`src/rtl/pmic_bridge_pkg.sv`:
```
package pmic_bridge_pkg;

    typedef enum logic [1:0] {
        ENG_IDLE  = 2'd0,
        ENG_SHIFT = 2'd1,
        ENG_GAP   = 2'd2
    } eng_state_t;

    localparam int OFS_RD_CMD = 'h28;
    localparam int OFS_RD_RES = 'h2C;
    localparam int OFS_STATUS = 'h30;
    localparam int WIN_BASE   = 'h8000;

    localparam int ST_FULL_BIT  = 11;
    localparam int ST_EMPTY_BIT = 10;
    localparam int ST_OVF_BIT   = 0;
    localparam int RES_BUSY_BIT = 31;
    localparam int RES_ADDR_LSB = 16;

endpackage

```
`src/rtl/pb_wqueue.sv`:
```
module pb_wqueue #(
    parameter int AW    = 12,
    parameter int DW    = 16,
    parameter int DEPTH = 8
) (
    input  logic          clk,
    input  logic          rst_n,
    input  logic          push,
    input  logic [AW-1:0] push_addr,
    input  logic [DW-1:0] push_data,
    input  logic          pop,
    output logic [AW-1:0] head_addr,
    output logic [DW-1:0] head_data,
    output logic          full,
    output logic          empty,
    output logic [$clog2(DEPTH+1)-1:0] level
);
    localparam int PTR_W = (DEPTH > 1) ? $clog2(DEPTH) : 1;
    localparam int CNT_W = $clog2(DEPTH+1);

    logic [AW-1:0]    addr_mem [DEPTH];
    logic [DW-1:0]    data_mem [DEPTH];
    logic [PTR_W-1:0] wr_ptr, rd_ptr;
    logic [CNT_W-1:0] cnt_q;
    logic             do_push, do_pop;

    assign full    = (cnt_q == CNT_W'(DEPTH));
    assign empty   = (cnt_q == '0);
    assign level   = cnt_q;
    assign do_push = push && !full;
    assign do_pop  = pop && !empty;
    assign head_addr = addr_mem[rd_ptr];
    assign head_data = data_mem[rd_ptr];

    function automatic logic [PTR_W-1:0] bump(input logic [PTR_W-1:0] p);
        return (p == PTR_W'(DEPTH-1)) ? '0 : p + 1'b1;
    endfunction

    always_ff @(posedge clk) begin
        if (do_push) begin
            addr_mem[wr_ptr] <= push_addr;
            data_mem[wr_ptr] <= push_data;
        end
    end

    always_ff @(posedge clk or negedge rst_n) begin
        if (!rst_n) begin
            wr_ptr <= '0;
            rd_ptr <= '0;
            cnt_q  <= '0;
        end else begin
            if (do_push) wr_ptr <= bump(wr_ptr);
            if (do_pop)  rd_ptr <= bump(rd_ptr);
            unique case ({do_push, do_pop})
                2'b10:   cnt_q <= cnt_q + 1'b1;
                2'b01:   cnt_q <= cnt_q - 1'b1;
                default: cnt_q <= cnt_q;
            endcase
        end
    end

    // full and empty never together, level never beyond depth
    p_flags_excl_r2: assert property (@(posedge clk) disable iff (!rst_n)
        !(full && empty) && (cnt_q <= CNT_W'(DEPTH)));

    // a push into a full queue without a pop leaves it full and unchanged
    p_full_drop_r3: assert property (@(posedge clk) disable iff (!rst_n)
        (full && push && !pop) |=> (full && $stable(wr_ptr)));

endmodule

```
`src/rtl/pb_serial_eng.sv`:
```
module pb_serial_eng
    import pmic_bridge_pkg::*;
#(
    parameter int AW   = 12,
    parameter int DW   = 16,
    parameter int HALF = 2
) (
    input  logic          clk,
    input  logic          rst_n,
    input  logic          wq_empty,
    input  logic [AW-1:0] wq_addr,
    input  logic [DW-1:0] wq_data,
    output logic          wq_pop,
    input  logic          rd_pend,
    input  logic [AW-1:0] rd_addr,
    output logic          rd_start,
    output logic          rd_done,
    output logic [DW-1:0] rd_val,
    output logic          ser_sclk,
    output logic          ser_cs,
    output logic          ser_mosi,
    input  logic          ser_miso
);
    localparam int FRAME_W = 1 + AW + DW;
    localparam int PH_W    = (2*HALF > 2) ? $clog2(2*HALF) : 1;
    localparam int BIT_W   = $clog2(FRAME_W);

    eng_state_t         state_q, state_d;
    logic [FRAME_W-1:0] out_q;
    logic [DW-1:0]      in_q;
    logic [PH_W-1:0]    phase_q;
    logic [BIT_W-1:0]   bit_q;
    logic               rd_q;
    logic               bit_end, last_bit;

    assign bit_end  = (phase_q == PH_W'(2*HALF-1));
    assign last_bit = (bit_q == BIT_W'(FRAME_W-1));

    // next state
    always_comb begin
        state_d = state_q;
        unique case (state_q)
            ENG_IDLE:  if (!wq_empty || rd_pend) state_d = ENG_SHIFT;
            ENG_SHIFT: if (bit_end && last_bit)  state_d = ENG_GAP;
            ENG_GAP:   state_d = ENG_IDLE;
            default:   state_d = ENG_IDLE;
        endcase
    end

    // state register
    always_ff @(posedge clk or negedge rst_n) begin
        if (!rst_n) state_q <= ENG_IDLE;
        else        state_q <= state_d;
    end

    // outputs
    always_comb begin
        wq_pop   = (state_q == ENG_IDLE) && !wq_empty;
        rd_start = (state_q == ENG_IDLE) && wq_empty && rd_pend;
        rd_done  = (state_q == ENG_GAP) && rd_q;
        ser_cs   = (state_q == ENG_SHIFT);
        ser_sclk = (state_q == ENG_SHIFT) && (phase_q >= PH_W'(HALF));
        ser_mosi = (state_q == ENG_SHIFT) && out_q[FRAME_W-1];
        rd_val   = in_q;
    end

    // frame datapath
    always_ff @(posedge clk or negedge rst_n) begin
        if (!rst_n) begin
            out_q   <= '0;
            in_q    <= '0;
            phase_q <= '0;
            bit_q   <= '0;
            rd_q    <= 1'b0;
        end else if (wq_pop) begin
            out_q   <= {1'b0, wq_addr, wq_data};
            rd_q    <= 1'b0;
            phase_q <= '0;
            bit_q   <= '0;
        end else if (rd_start) begin
            out_q   <= {1'b1, rd_addr, {DW{1'b0}}};
            rd_q    <= 1'b1;
            phase_q <= '0;
            bit_q   <= '0;
        end else if (state_q == ENG_SHIFT) begin
            if (phase_q == PH_W'(HALF)) in_q <= {in_q[DW-2:0], ser_miso};
            if (bit_end) begin
                phase_q <= '0;
                bit_q   <= bit_q + 1'b1;
                out_q   <= {out_q[FRAME_W-2:0], 1'b0};
            end else begin
                phase_q <= phase_q + 1'b1;
            end
        end
    end

    // the serial clock only runs inside a frame
    p_sclk_in_frame_r7: assert property (@(posedge clk) disable iff (!rst_n)
        !ser_cs |-> !ser_sclk);

    // data out is stable while the serial clock is high
    p_mosi_stable_r7: assert property (@(posedge clk) disable iff (!rst_n)
        (ser_sclk && $past(ser_sclk)) |-> $stable(ser_mosi));

endmodule

```
`src/rtl/pmic_bridge.sv`:
```
module pmic_bridge
    import pmic_bridge_pkg::*;
#(
    parameter int BUS_AW    = 16,
    parameter int REG_AW    = 12,
    parameter int REG_DW    = 16,
    parameter int WQ_DEPTH  = 8,
    parameter int SCLK_HALF = 2
) (
    input  logic              clk,
    input  logic              rst_n,
    input  logic [BUS_AW-1:0] bus_addr,
    input  logic              bus_we,
    input  logic [31:0]       bus_wdata,
    output logic [31:0]       bus_rdata,
    output logic              ser_sclk,
    output logic              ser_cs,
    output logic              ser_mosi,
    input  logic              ser_miso
);
    localparam int WIN_W   = BUS_AW - REG_AW;
    localparam int WIN_IDX = WIN_BASE >> REG_AW;
    localparam int LVL_W   = $clog2(WQ_DEPTH+1);

    logic              win_we, cmd_we;
    logic              wq_full, wq_empty, wq_pop;
    logic [LVL_W-1:0]  wq_level;
    logic [REG_AW-1:0] wq_addr;
    logic [REG_DW-1:0] wq_data;
    logic              rd_start, rd_done;
    logic [REG_DW-1:0] rd_val;

    logic              busy_q, pend_q, ovf_q;
    logic [REG_AW-1:0] cmd_addr_q, res_addr_q;
    logic [REG_DW-1:0] res_val_q;

    assign win_we = bus_we && (bus_addr[BUS_AW-1:REG_AW] == WIN_W'(WIN_IDX));
    assign cmd_we = bus_we && (bus_addr == BUS_AW'(OFS_RD_CMD));

    pb_wqueue #(.AW(REG_AW), .DW(REG_DW), .DEPTH(WQ_DEPTH)) u_wq (
        .clk       (clk),
        .rst_n     (rst_n),
        .push      (win_we),
        .push_addr (bus_addr[REG_AW-1:0]),
        .push_data (bus_wdata[REG_DW-1:0]),
        .pop       (wq_pop),
        .head_addr (wq_addr),
        .head_data (wq_data),
        .full      (wq_full),
        .empty     (wq_empty),
        .level     (wq_level)
    );

    pb_serial_eng #(.AW(REG_AW), .DW(REG_DW), .HALF(SCLK_HALF)) u_eng (
        .clk      (clk),
        .rst_n    (rst_n),
        .wq_empty (wq_empty),
        .wq_addr  (wq_addr),
        .wq_data  (wq_data),
        .wq_pop   (wq_pop),
        .rd_pend  (pend_q),
        .rd_addr  (cmd_addr_q),
        .rd_start (rd_start),
        .rd_done  (rd_done),
        .rd_val   (rd_val),
        .ser_sclk (ser_sclk),
        .ser_cs   (ser_cs),
        .ser_mosi (ser_mosi),
        .ser_miso (ser_miso)
    );

    // read command and result registers
    always_ff @(posedge clk or negedge rst_n) begin
        if (!rst_n) begin
            busy_q     <= 1'b0;
            pend_q     <= 1'b0;
            cmd_addr_q <= '0;
            res_addr_q <= '0;
            res_val_q  <= '0;
        end else if (cmd_we && !busy_q) begin
            busy_q     <= 1'b1;
            pend_q     <= 1'b1;
            cmd_addr_q <= bus_wdata[REG_AW-1:0];
        end else begin
            if (rd_start) pend_q <= 1'b0;
            if (rd_done) begin
                busy_q     <= 1'b0;
                res_addr_q <= cmd_addr_q;
                res_val_q  <= rd_val;
            end
        end
    end

    // sticky overflow
    always_ff @(posedge clk or negedge rst_n) begin
        if (!rst_n)                  ovf_q <= 1'b0;
        else if (win_we && wq_full)  ovf_q <= 1'b1;
    end

    // register read mux
    always_comb begin
        bus_rdata = '0;
        if (bus_addr == BUS_AW'(OFS_RD_RES)) begin
            bus_rdata[RES_BUSY_BIT]                = busy_q;
            bus_rdata[RES_ADDR_LSB +: REG_AW]      = res_addr_q;
            bus_rdata[REG_DW-1:0]                  = res_val_q;
        end else if (bus_addr == BUS_AW'(OFS_STATUS)) begin
            bus_rdata[ST_FULL_BIT]  = wq_full;
            bus_rdata[ST_EMPTY_BIT] = wq_empty;
            bus_rdata[ST_OVF_BIT]   = ovf_q;
        end
    end

    // an accepted read command raises busy on the next cycle
    p_busy_set_r4: assert property (@(posedge clk) disable iff (!rst_n)
        (cmd_we && !busy_q) |=> busy_q);

    // busy stays up until the engine hands back a result
    p_busy_hold_r4: assert property (@(posedge clk) disable iff (!rst_n)
        (busy_q && !rd_done) |=> busy_q);

    // overflow is sticky
    p_ovf_sticky_r3: assert property (@(posedge clk) disable iff (!rst_n)
        ovf_q |=> ovf_q);

    // a read frame starts only with nothing left in the queue
    p_read_after_drain_r6: assert property (@(posedge clk) disable iff (!rst_n)
        rd_start |-> (wq_level == '0));

endmodule

```
`config.mk`:
```
export PLATFORM = sky130hd
export DESIGN_NAME = pmic_bridge
export DESIGN_NICKNAME = d
export VERILOG_FILES = /design/src/rtl/pmic_bridge_pkg.sv /design/src/rtl/pb_wqueue.sv /design/src/rtl/pb_serial_eng.sv /design/src/rtl/pmic_bridge.sv
export SDC_FILE = /design/constraint.sdc
export NUM_CORES = 1
export LEC_CHECK = 0
export BUFFER_PORTS_ARGS = -buffer_cell sky130_fd_sc_hd__buf_2
export CAP_MARGIN = 0
export CORE_MARGIN = 4
export CORE_UTILIZATION = 49
export DETAILED_ROUTE_END_ITERATION = 8
export GPL_ROUTABILITY_DRIVEN = 0
export PLACE_DENSITY = 0.67
export SLEW_MARGIN = 20
export SYNTH_ARGS = -nofsm -noshare
export SYNTH_HDL_FRONTEND = slang
export SYNTH_SLANG_ARGS = --single-unit
```
`constraint.sdc`:
```
create_clock -name clk -period 7.5 [get_ports clk]
set_clock_uncertainty 0.1 [all_clocks]
set_input_delay 0.75 -clock clk [delete_from_list [all_inputs] [get_ports clk]]
set_output_delay 0.75 -clock clk [all_outputs]
set_load 0.02 [all_outputs]
```
### After elaboration in Yosys (flattened, before gate mapping)

Memories as Yosys holds them, arrays and structs flattened.
Index checks and enable logic that the tools add are counted.

| word-level totals | value |
|---|---|
| flip-flop bits (word level) | 108 |
| latch bits | 0 |
| bits in writable memories | 224 |
| ROM bits | 0 |
| input port bits | 52 |
| output and inout bits | 35 |
| logic and storage cells | 105 |
| memories | 2 |

Memories:

| memory | words | width | rd ports | clocked after Yosys merged registers in | wr ports | RTL line | RTL |
|---|---|---|---|---|---|---|---|
| u_wq.data_mem | 8 | 16 | 1 | 0 | 1 | pb_wqueue.sv:22 | `logic [DW-1:0] data_mem [DEPTH];` |
| u_wq.addr_mem | 8 | 12 | 1 | 0 | 1 | pb_wqueue.sv:21 | `logic [AW-1:0] addr_mem [DEPTH];` |

| operators by class | value |
|---|---|
| add/sub/neg operators | 6 |
| multipliers | 0 |
| divide/modulo/power cells | 0 |
| magnitude comparators | 1 |
| eq/ne operators | 16 |
| shift-type cells | 0 |
| multiplexer cells | 33 |
| bitwise gates (word level) | 3 |
| reductions and logical operators | 29 |

Operators by type and width:

| kind | number |
|---|---|
| 2-to-1 mux 29 bit | 4 |
| equality test 16 x 6 -> 1 bit, second input constant | 3 |
| 2-to-1 mux 5 bit | 4 |
| 2-to-1 mux 16 bit | 1 |
| 2-to-1 mux 2 bit | 8 |
| logical AND 1 bit | 13 |
| 2-to-1 mux 1 bit | 11 |
| 2-to-1 mux 9 bit | 1 |
| equality test 2 bit, second input constant | 4 |
| equality test 4 bit, second input constant | 2 |
| one-hot mux 4 bit (2 select lines) | 1 |
| nonzero test 2 bit | 4 |
| adder 3 x 1 -> 3 bit, second input constant | 2 |
| equality test 3 bit, second input constant | 2 |
| 2-to-1 mux 3 bit | 2 |
| AND reduction 2 bit | 3 |
| nonzero test 3 bit | 2 |
| adder 5 x 1 -> 5 bit, second input constant | 1 |
| equality test 5 bit, second input constant | 1 |
| adder 4 x 1 -> 4 bit, second input constant | 1 |
| equality test 2 x 1 -> 1 bit, second input constant | 2 |
| zero test 4 bit | 1 |
| != test 2 x 1 -> 1 bit, second input constant | 2 |
| one-hot mux 2 bit (2 select lines) | 1 |
| 8 further kinds | 12 |

### Longest topological paths before layout

Gate-level depths: netlist of the first run.

| depth | value |
|---|---|
| depth in word-level cells | 6 |
| mapped depth | 12 |
| depth with buffers taken out | 10 |

### Hierarchy

A second synthesis of the first run with hierarchy kept.

| second synthesis, totals | value |
|---|---|
| cell total of the unflattened synthesis | 776 |
| area total of the unflattened synthesis | 14,026.0 um^2 |

Modules (own cells, without submodules):

| module | instances | cells an instance | area each (um^2) | sequential area each (um^2) |
|---|---|---|---|---|
| pb_wqueue | 1 | 392 | 9,202.6 | 6,976.7 |
| pb_serial_eng | 1 | 241 | 2,775.2 | 1,376.3 |
| pmic_bridge | 1 | 143 | 2,048.2 | 1,076.0 |

### Least setup slack after synthesis of the first run

Ideal clock, no wire load.

| timing | value |
|---|---|
| path kind | input -> register |
| start point | input port bus_addr[13] |
| end point | memory u_wq.addr_mem[0][0], enable pin |
| setup time | 0.485 ns |
| data arrival time | 4.169 ns |
| data required time | 6.915 ns |
| slack | 2.746 ns |
| stages on the path | 3 |
| buffers on the path | 0 |
| cell sequence | nor3_1 nand4b_2 nor4_1 |

| between the ends | value |
|---|---|
| cells in the longest elaborated chain, start to end | 5 |

Ends and longest elaborated chain:

| what | RTL line | RTL |
|---|---|---|
| start: declaration | pmic_bridge.sv:12 | `input logic [BUS_AW-1:0] bus_addr,` |
| equality test 4 bit | pmic_bridge.sv:37 | `assign win_we = bus_we && (bus_addr[BUS_AW-1:REG_AW] == WIN_W'(WIN_IDX));` |
| logical AND 1 bit | pmic_bridge.sv:37 |  |
| logical AND 1 bit | pb_wqueue.sv:30 | `assign do_push = push && !full;` |
| 2-to-1 mux 1 bit | pb_wqueue.sv:40 | `if (do_push) begin` |
| 2-to-1 mux 1 bit (not written as such) | pb_wqueue.sv:41 | `addr_mem[wr_ptr] <= push_addr;` |
| end: declaration | pb_wqueue.sv:21 |  |

No other way between the ends.

### Final worst setup path of the first run

| timing | value |
|---|---|
| start point | input port bus_addr[1] |
| end point | output port bus_rdata[10] |

| between the ends | value |
|---|---|
| cells in the longest elaborated chain, start to end | 3 |
| elaborated cells on any way between the ends | 4 |
| those cells by class | eq/ne: 2; mux: 2 |

Ends and longest elaborated chain:

| what | RTL line | RTL |
|---|---|---|
| equality test 16 x 6 -> 1 bit | pmic_bridge.sv:107 | `end else if (bus_addr == BUS_AW'(OFS_STATUS)) begin` |
| 2-to-1 mux 2 bit | pmic_bridge.sv:107 |  |
| 2-to-1 mux 2 bit (*) | pmic_bridge.sv:103 | `if (bus_addr == BUS_AW'(OFS_RD_RES)) begin` |
| end: declaration | pmic_bridge.sv:15 | `output logic [31:0] bus_rdata,` |

Mark *: on every way between the ends. The rest lies on a longest branch, timed or not.

==> impl_metrics.toml, run 1 <==
[route]
wl_per_cell_um = 21.7
dr.pass1.iters = 5
drc = 0
ant_nets = 0
wl_um = 27900
viasPerCell = 5.64
drtIter0Drc = 610
vias = 7243

[critical_path]
worst_path_most_repeated_cell = "buf_2"
crit_path_top_delay_cell = "nor4b_1"
start_kind = "input pin"
critical_path.max_stage_delay_ns = 0.66
crit_buf_inv = 2
crit_arrival_ns = 2.99
worstPathCellList = "buf_2 > nor4b_1 > nand4_1 > nor2_4 > a22o_1 > buf_2"
required_ns = 6.65
critPathTopFamily = "simple AND/OR/NAND/NOR gates"
critPathKind = "in -> out"
crit_path_end_kind = "output pin"
cp_max_fo = 29

[synth]
yosysWarnings = 0
synth_top_area_cell = "edfxtp_1"
async_reset_ff_share_pct = 32.5
synth-edff-count = 224
syn_inst = 813
synth_top_area_share_pct = 49.7
ys_seq_area_share_pct = 69.6
yosysUniqueCellTypes = 53
synthTopCellsByArea = "edfxtp_1 50%, dfrtp_1 20%, mux2_2 6.2%"
synth_seq_cells = 332
avgSynthCellArea_um2 = 16.7
ys.flop_type = "edfxtp_1"
synth_area_um2 = 13500

[place]
dp_hpwl_um = 16700
dp.cells = 1223
io_buffers = 67

[pwr]
switching_share_pct = 29.3
power_frac_comb_pct = 24.0
powerDensity_nw_per_um2 = 336
clkPwrFrac_pct = 31.3
p_sw_uw = 1510
seqPwrFrac_pct = 44.7
ir_drop_uv = 186
internal-power_uw = 3640
p_leak_uw = 0.00580

[floorplan]
start_util_pct = 50.0
pin_count = 87
die_h_um = 174
core_um2 = 27100
chipWidth_um = 174
die_area_um2 = 30400
fp-row-count = 60

[clock_tree]
path_clk_slew_ns = 0.06
clockBufferDepth = 3
cts_tree = "yes"
htree_levels = 2
post-cts-setup-buffers = 0
cts.sink_count = 332
clockRootBuffer = "clkbuf_16"
cts_made_buffers = 35
clkLatencyLatePin_ns = 0.51
cts_hold_buf = 0
cts_resized = 0

[final_layout]
n_antenna_cell = 0
layout-drive-gt1-share_pct = 28.0
final_nets = 951
layout.cells.non_filler = 1285
area_growth_pct = 13.3

[sta]
setup_violations = 0
max_slew_margin_pct = 35.6
worst_pin_slew_ns = 0.966
drv_slew = 0
finalCritPeriodShare_pct = 51.2
rsz0062_at_grt = "no"
fmax_mhz = 260
tns_ns = 0
min_period_ns = 3.84
hold_viol = 0

[global_route]
grt_usage_pct = 18.3
grt_start_max_net_pins = 71
grt_first_pass_wirelength_um = 42600
grt_overflow_total = 0
grt_antenna_before_repair = 1
grt_pass1_vias = 7253

[outcome]
outcome = "finished, final reports clean"

[flow_run]
maxCapViolCount = 0

[worst_hold_path]
hold_class = "in -> async"
## power by group through the flow
| stage | clock [uW] | combinational [uW] | sequential (uW) |
|---|---|---|---|
| after floorplan | 0 | 1040 | 2250 |
| after detailed placement | 0 | 1240 | 2340 |
| after CTS | 1650 | 1240 | 2300 |
| after global routing | 1720 | 1360 | 2330 |
| after global placement | 0 | 1210 | 2330 |
| final | 1610 | 1230 | 2300 |
## final timing paths
check	depth (start not counted)	start	slack, ns	endpoint
setup / recovery	6	bus_addr[1]	3.66	bus_rdata[10]
hold / removal	1	rst_n	0.12	res_val_q[3]$_DFFE_PN0P_
setup reg to reg	10	u_eng.state_q[1]$_DFFE_PN0P_	4.16	u_wq.level[2]$_DFFE_PN0P_
hold reg to reg	1	ovf_q$_DFFE_PN0P_	0.38	ovf_q$_DFFE_PN0P_
max in group asynchronous	2	rst_n	5.78	u_wq.rd_ptr[1]$_DFFE_PN0P_
min in group clk	1	ovf_q$_DFFE_PN0P_	0.38	ovf_q$_DFFE_PN0P_
## synthesized netlist by cell type, types with 2 or more instances
cell and number:
a211o_1 2, a21o_1 4, a21oi_1 33, a22o_1 5, a22oi_1 39, and2_1 30, buf_1 4, buf_2 14
buf_4 9, buf_6 9, clkbuf_1 8, dfrtp_1 108, edfxtp_1 224, ha_1 11, inv_1 7, mux2_2 75
mux2i_1 49, mux4_2 32, nand2_1 28, nand2b_1 3, nand3_1 5, nand4_1 3, nor2_1 36, nor2b_1 7
nor3_1 7, nor4_1 3, nor4b_1 4, o21ai_0 7, o21ai_1 9, o221ai_1 12, xor2_1 4
## registers in the layout (all words and copies together), names as in the netlist
signal	flops
u_wq.level	4
u_wq.data_mem	128
u_eng.rd_q	1
u_wq.addr_mem	96
cmd_addr_q	12
u_wq.rd_ptr	3
res_val_q	16
u_eng.phase_q	2
busy_q	1
u_eng.state_q	2
ovf_q	1
u_eng.out_q	29
u_eng.rd_val	16
res_addr_q	12
u_wq.wr_ptr	3
pend_q	1
u_eng.bit_q	5
## final cells by class
class,instances,area (um2)
Clock buffer,54,1030
Clock inverter,8,45.0
Fill cell,2120,11800
Inverter,8,30.0
Multi-Input combinational cell,430,3870
Sequential cell,332,9430
Tap cell,372,465
Timing Repair Buffer,81,468
## routing by layer
metal  vias to the layer above  GRT usage (%)  share of wire [%]
met3                        30           2.83                5.6
met2                       200           30.3                 49
met4                         0           5.05                1.5
met5                         -              0                  0
li1                       3288              -                  -
met1                      3725           25.6                 43
## cells by family after synthesis
kind of cell	share of synthesized area (%)
adder cells (fa/ha/maj)	1.02
other	0.0277
AND/OR/NAND/NOR	5.30
multiplexers	15.2
XOR/XNOR	0.323
buffers and inverters	2.36
AO/OA/AOI/OAI	6.15
flip-flops	69.6
## metrics by stage
| stage | util [%] | worst slack, ns | hold WS, ns | total power (uW) | area, um2 |
|---|---|---|---|---|---|
| 2_1_floorplan | - | 2.75 | 0.337 | 3290 | 13500 |
| 3_3_place_gp | 52.5 | 3.37 | 0.366 | 3550 | 14200 |
| 3_5_place_dp | 52.6 | 3.28 | 0.375 | 3580 | 14300 |
| 4_1_cts | 56.6 | 3.28 | 0.122 | 5200 | 15300 |
| 5_1_grt | 56.6 | 3.49 | 0.150 | 5410 | 15300 |
| 6_report | 56.6 | 3.66 | 0.115 | 5150 | 15300 |
## cell usage in the layout, fill, tap and decap left out, drive strengths merged, types with 3 or more instances in the layout
cell / instances
a21o: 4
a21oi: 33
a22o: 5
a22oi: 39
and2: 30
buf: 81
clkbuf: 54
clkinv: 7
conb: 3
dfrtp: 108
edfxtp: 224
ha: 11
inv: 9
mux2: 75
mux2i: 49
mux4: 32
nand2: 29
nand2b: 3
nand3: 5
nand4: 3
nor2: 36
nor2b: 7
nor3: 8
nor4: 4
nor4b: 4
o21ai: 17
o221ai: 12
xor2: 4
No activity file was read; power rests on OpenSTA's default activity.
==> run 2: changes to the inputs <==
==> constraint.sdc (replaced) <==
create_clock -name clk -period 3.92 [get_ports clk]
set_clock_uncertainty 0.1 [all_clocks]
set_input_delay 0.392 -clock clk [delete_from_list [all_inputs] [get_ports clk]]
set_output_delay 0.392 -clock clk [all_outputs]
set_load 0.02 [all_outputs]
==> run 2 against run 1 <==
- non-clock buffer count rose by 10
- flip-flop and latch count did not move
- global-route usage fell by 0.22 points
- register-to-register slack got worse by 3.2 ns
- core utilization rose by 0.48 points
- first-iteration DRC count fell by 12%
- cell count rose by 0.62%
- combinational power rose by 87%
- sequential share of layout area fell by 0.51 points
- die area did not move
- clock power rose by 100%
- power rose by 95%
==> impl_metrics.toml, run 2 (same netlist as run 1, synthesis figures left out) <==
[clock_tree]
clockBufferDepth = 3
cts.sink_count = 332
path_clk_slew_ns = 0.06
clockRootBuffer = "clkbuf_16"
cts_hold_buf = 1
cts_made_buffers = 34
clkLatencyLatePin_ns = 0.50
cts_tree = "yes"
cts_resized = 0
post-cts-setup-buffers = 0
htree_levels = 2

[critical_path]
worstPathCellList = "buf_2 > nor4b_1 > nand4_1 > nor4b_1 > a22o_1 > buf_2"
crit_path_end_kind = "output pin"
critPathTopFamily = "simple AND/OR/NAND/NOR gates"
critical_path.max_stage_delay_ns = 0.68
crit_arrival_ns = 2.62
cp_max_fo = 9
crit_path_top_delay_cell = "nor4b_1"
crit_buf_inv = 2
critPathKind = "in -> out"
required_ns = 3.43
start_kind = "input pin"

[route]
drc = 0
viasPerCell = 5.62
dr.pass1.iters = 5
vias = 7267
drtIter0Drc = 539
wl_um = 27400
wl_per_cell_um = 21.2
ant_nets = 0

[pwr]
ir_drop_uv = 263
powerDensity_nw_per_um2 = 648
p_leak_uw = 0.00589

[final_layout]
seqCellArea_um2 = 9430
layout.cells.non_filler = 1293
largest_register_ffs = 128
multi_input_area_um2 = 3870
n_antenna_cell = 0
final_common_cell = "edfxtp_1"
reg.largest.list = "u_wq.data_mem x128, u_wq.addr_mem x96, u_eng.out_q x29"
area_growth_pct = 14.3
layout-drive-gt1-share_pct = 29.4
final_nets = 960
fillCellCount = 2117
regMostFlops = "u_wq.data_mem"
final_cell_mix = "224 x edfxtp_1, 106 x dfrtp_1, 75 x mux2_2"

[global_route]
grt_antenna_before_repair = 0
grt_usage_pct = 18.1
grt_pass1_vias = 7358
grt.met3_usage_pct = 2.54
grt_first_pass_wirelength_um = 42800
use_met1_pct = 25.7
grt_start_max_net_pins = 52
grt_use_met2_pct = 29.6
grt_overflow_total = 0
top_usage_layer = "met2"

[sta]
drv_slew = 0
whs_ns = 0.0361
setup_violations = 0
finalCritPeriodShare_pct = 79.4
hold_viol = 0
fmax_mhz = 321
max_slew_margin_pct = 35.3
worst_pin_slew_ns = 0.971
min_period_ns = 3.11
rsz0062_at_grt = "no"

[worst_hold_path]
hold_class = "in -> reg"

[floorplan]
core_um2 = 27100
die_h_um = 174
pin_count = 87
fp-row-count = 60
die_area_um2 = 30400
start_util_pct = 50.0
chipWidth_um = 174

[place]
io_buffers = 67
dp_hpwl_um = 16900
dp.cells = 1232

[flow_run]
maxCapViolCount = 0

[outcome]
outcome = "finished, final reports clean"
-- run 2: cell count changes in the layout (fill, tap and decap cells not counted), sizes merged --
cell / delta
buf: +9
bufinv: +4
clkbuf: -9
clkinv: +3
dlygate4sd3: +1
-- run 2: power by group --
| group | total [uW] | switching [uW] | internal [uW] |
|---|---|---|---|
| logic | 2300 | 1220 | 1080 |
| clock network | 3250 | 1270 | 1970 |
| registers | 4490 | 409 | 4080 |
-- run 2: path summary, 6_finish.rpt --
path,start,endpoint,slack (ns),depth (start not counted)
max,bus_addr[1],bus_rdata[11],0.81,6
min reg2reg,u_eng.out_q[28]$_DFFE_PN0P_,u_eng.out_q[28]$_DFFE_PN0P_,0.38,2
max in group asynchronous,rst_n,u_wq.rd_ptr[1]$_DFFE_PN0P_,2.48,3
max reg2reg,u_eng.state_q[1]$_DFFE_PN0P_,u_wq.level[2]$_DFFE_PN0P_,0.97,10
min in group asynchronous,rst_n,u_eng.bit_q[2]$_DFFE_PN0P_,0.30,2
min,ser_miso,u_eng.rd_val[0]$_DFFE_PN0P_,0.04,2
-- run 2: through the flow --
step / utilization [%] / TNS (ns) / setup WS, ns / power, uW / cell area (um2)
floorplan: - / -0.205 / -0.00732 / 6300 / 13600
global placement: 52.9 / 0 / 0.779 / 6800 / 14300
detailed placement: 52.9 / 0 / 0.748 / 6860 / 14300
CTS: 57.1 / 0 / 0.748 / 10100 / 15500
global route: 57.1 / 0 / 0.640 / 10500 / 15500
finish: 57.1 / 0 / 0.808 / 10000 / 15500
-- run 2: layer usage --
layer | vias to the layer above | wire [um]
met5 | - | 0
met4 | 0 | 694
met3 | 46 | 1270
met2 | 194 | 13200
met1 | 3728 | 12200
li1 | 3299 | -
-- run 2: layout make-up --
| class | count | share of cell area [%] |
|---|---|---|
| flip-flops and latches | 332 | 61.0 |
| multi-input cells | 430 | 25.0 |
| clock inverters | 15 | 1.14 |
| inverters | 8 | 0.194 |
| clock buffers | 45 | 6.16 |
| repair buffers | 91 | 3.52 |
| well taps | 372 | 3.01 |
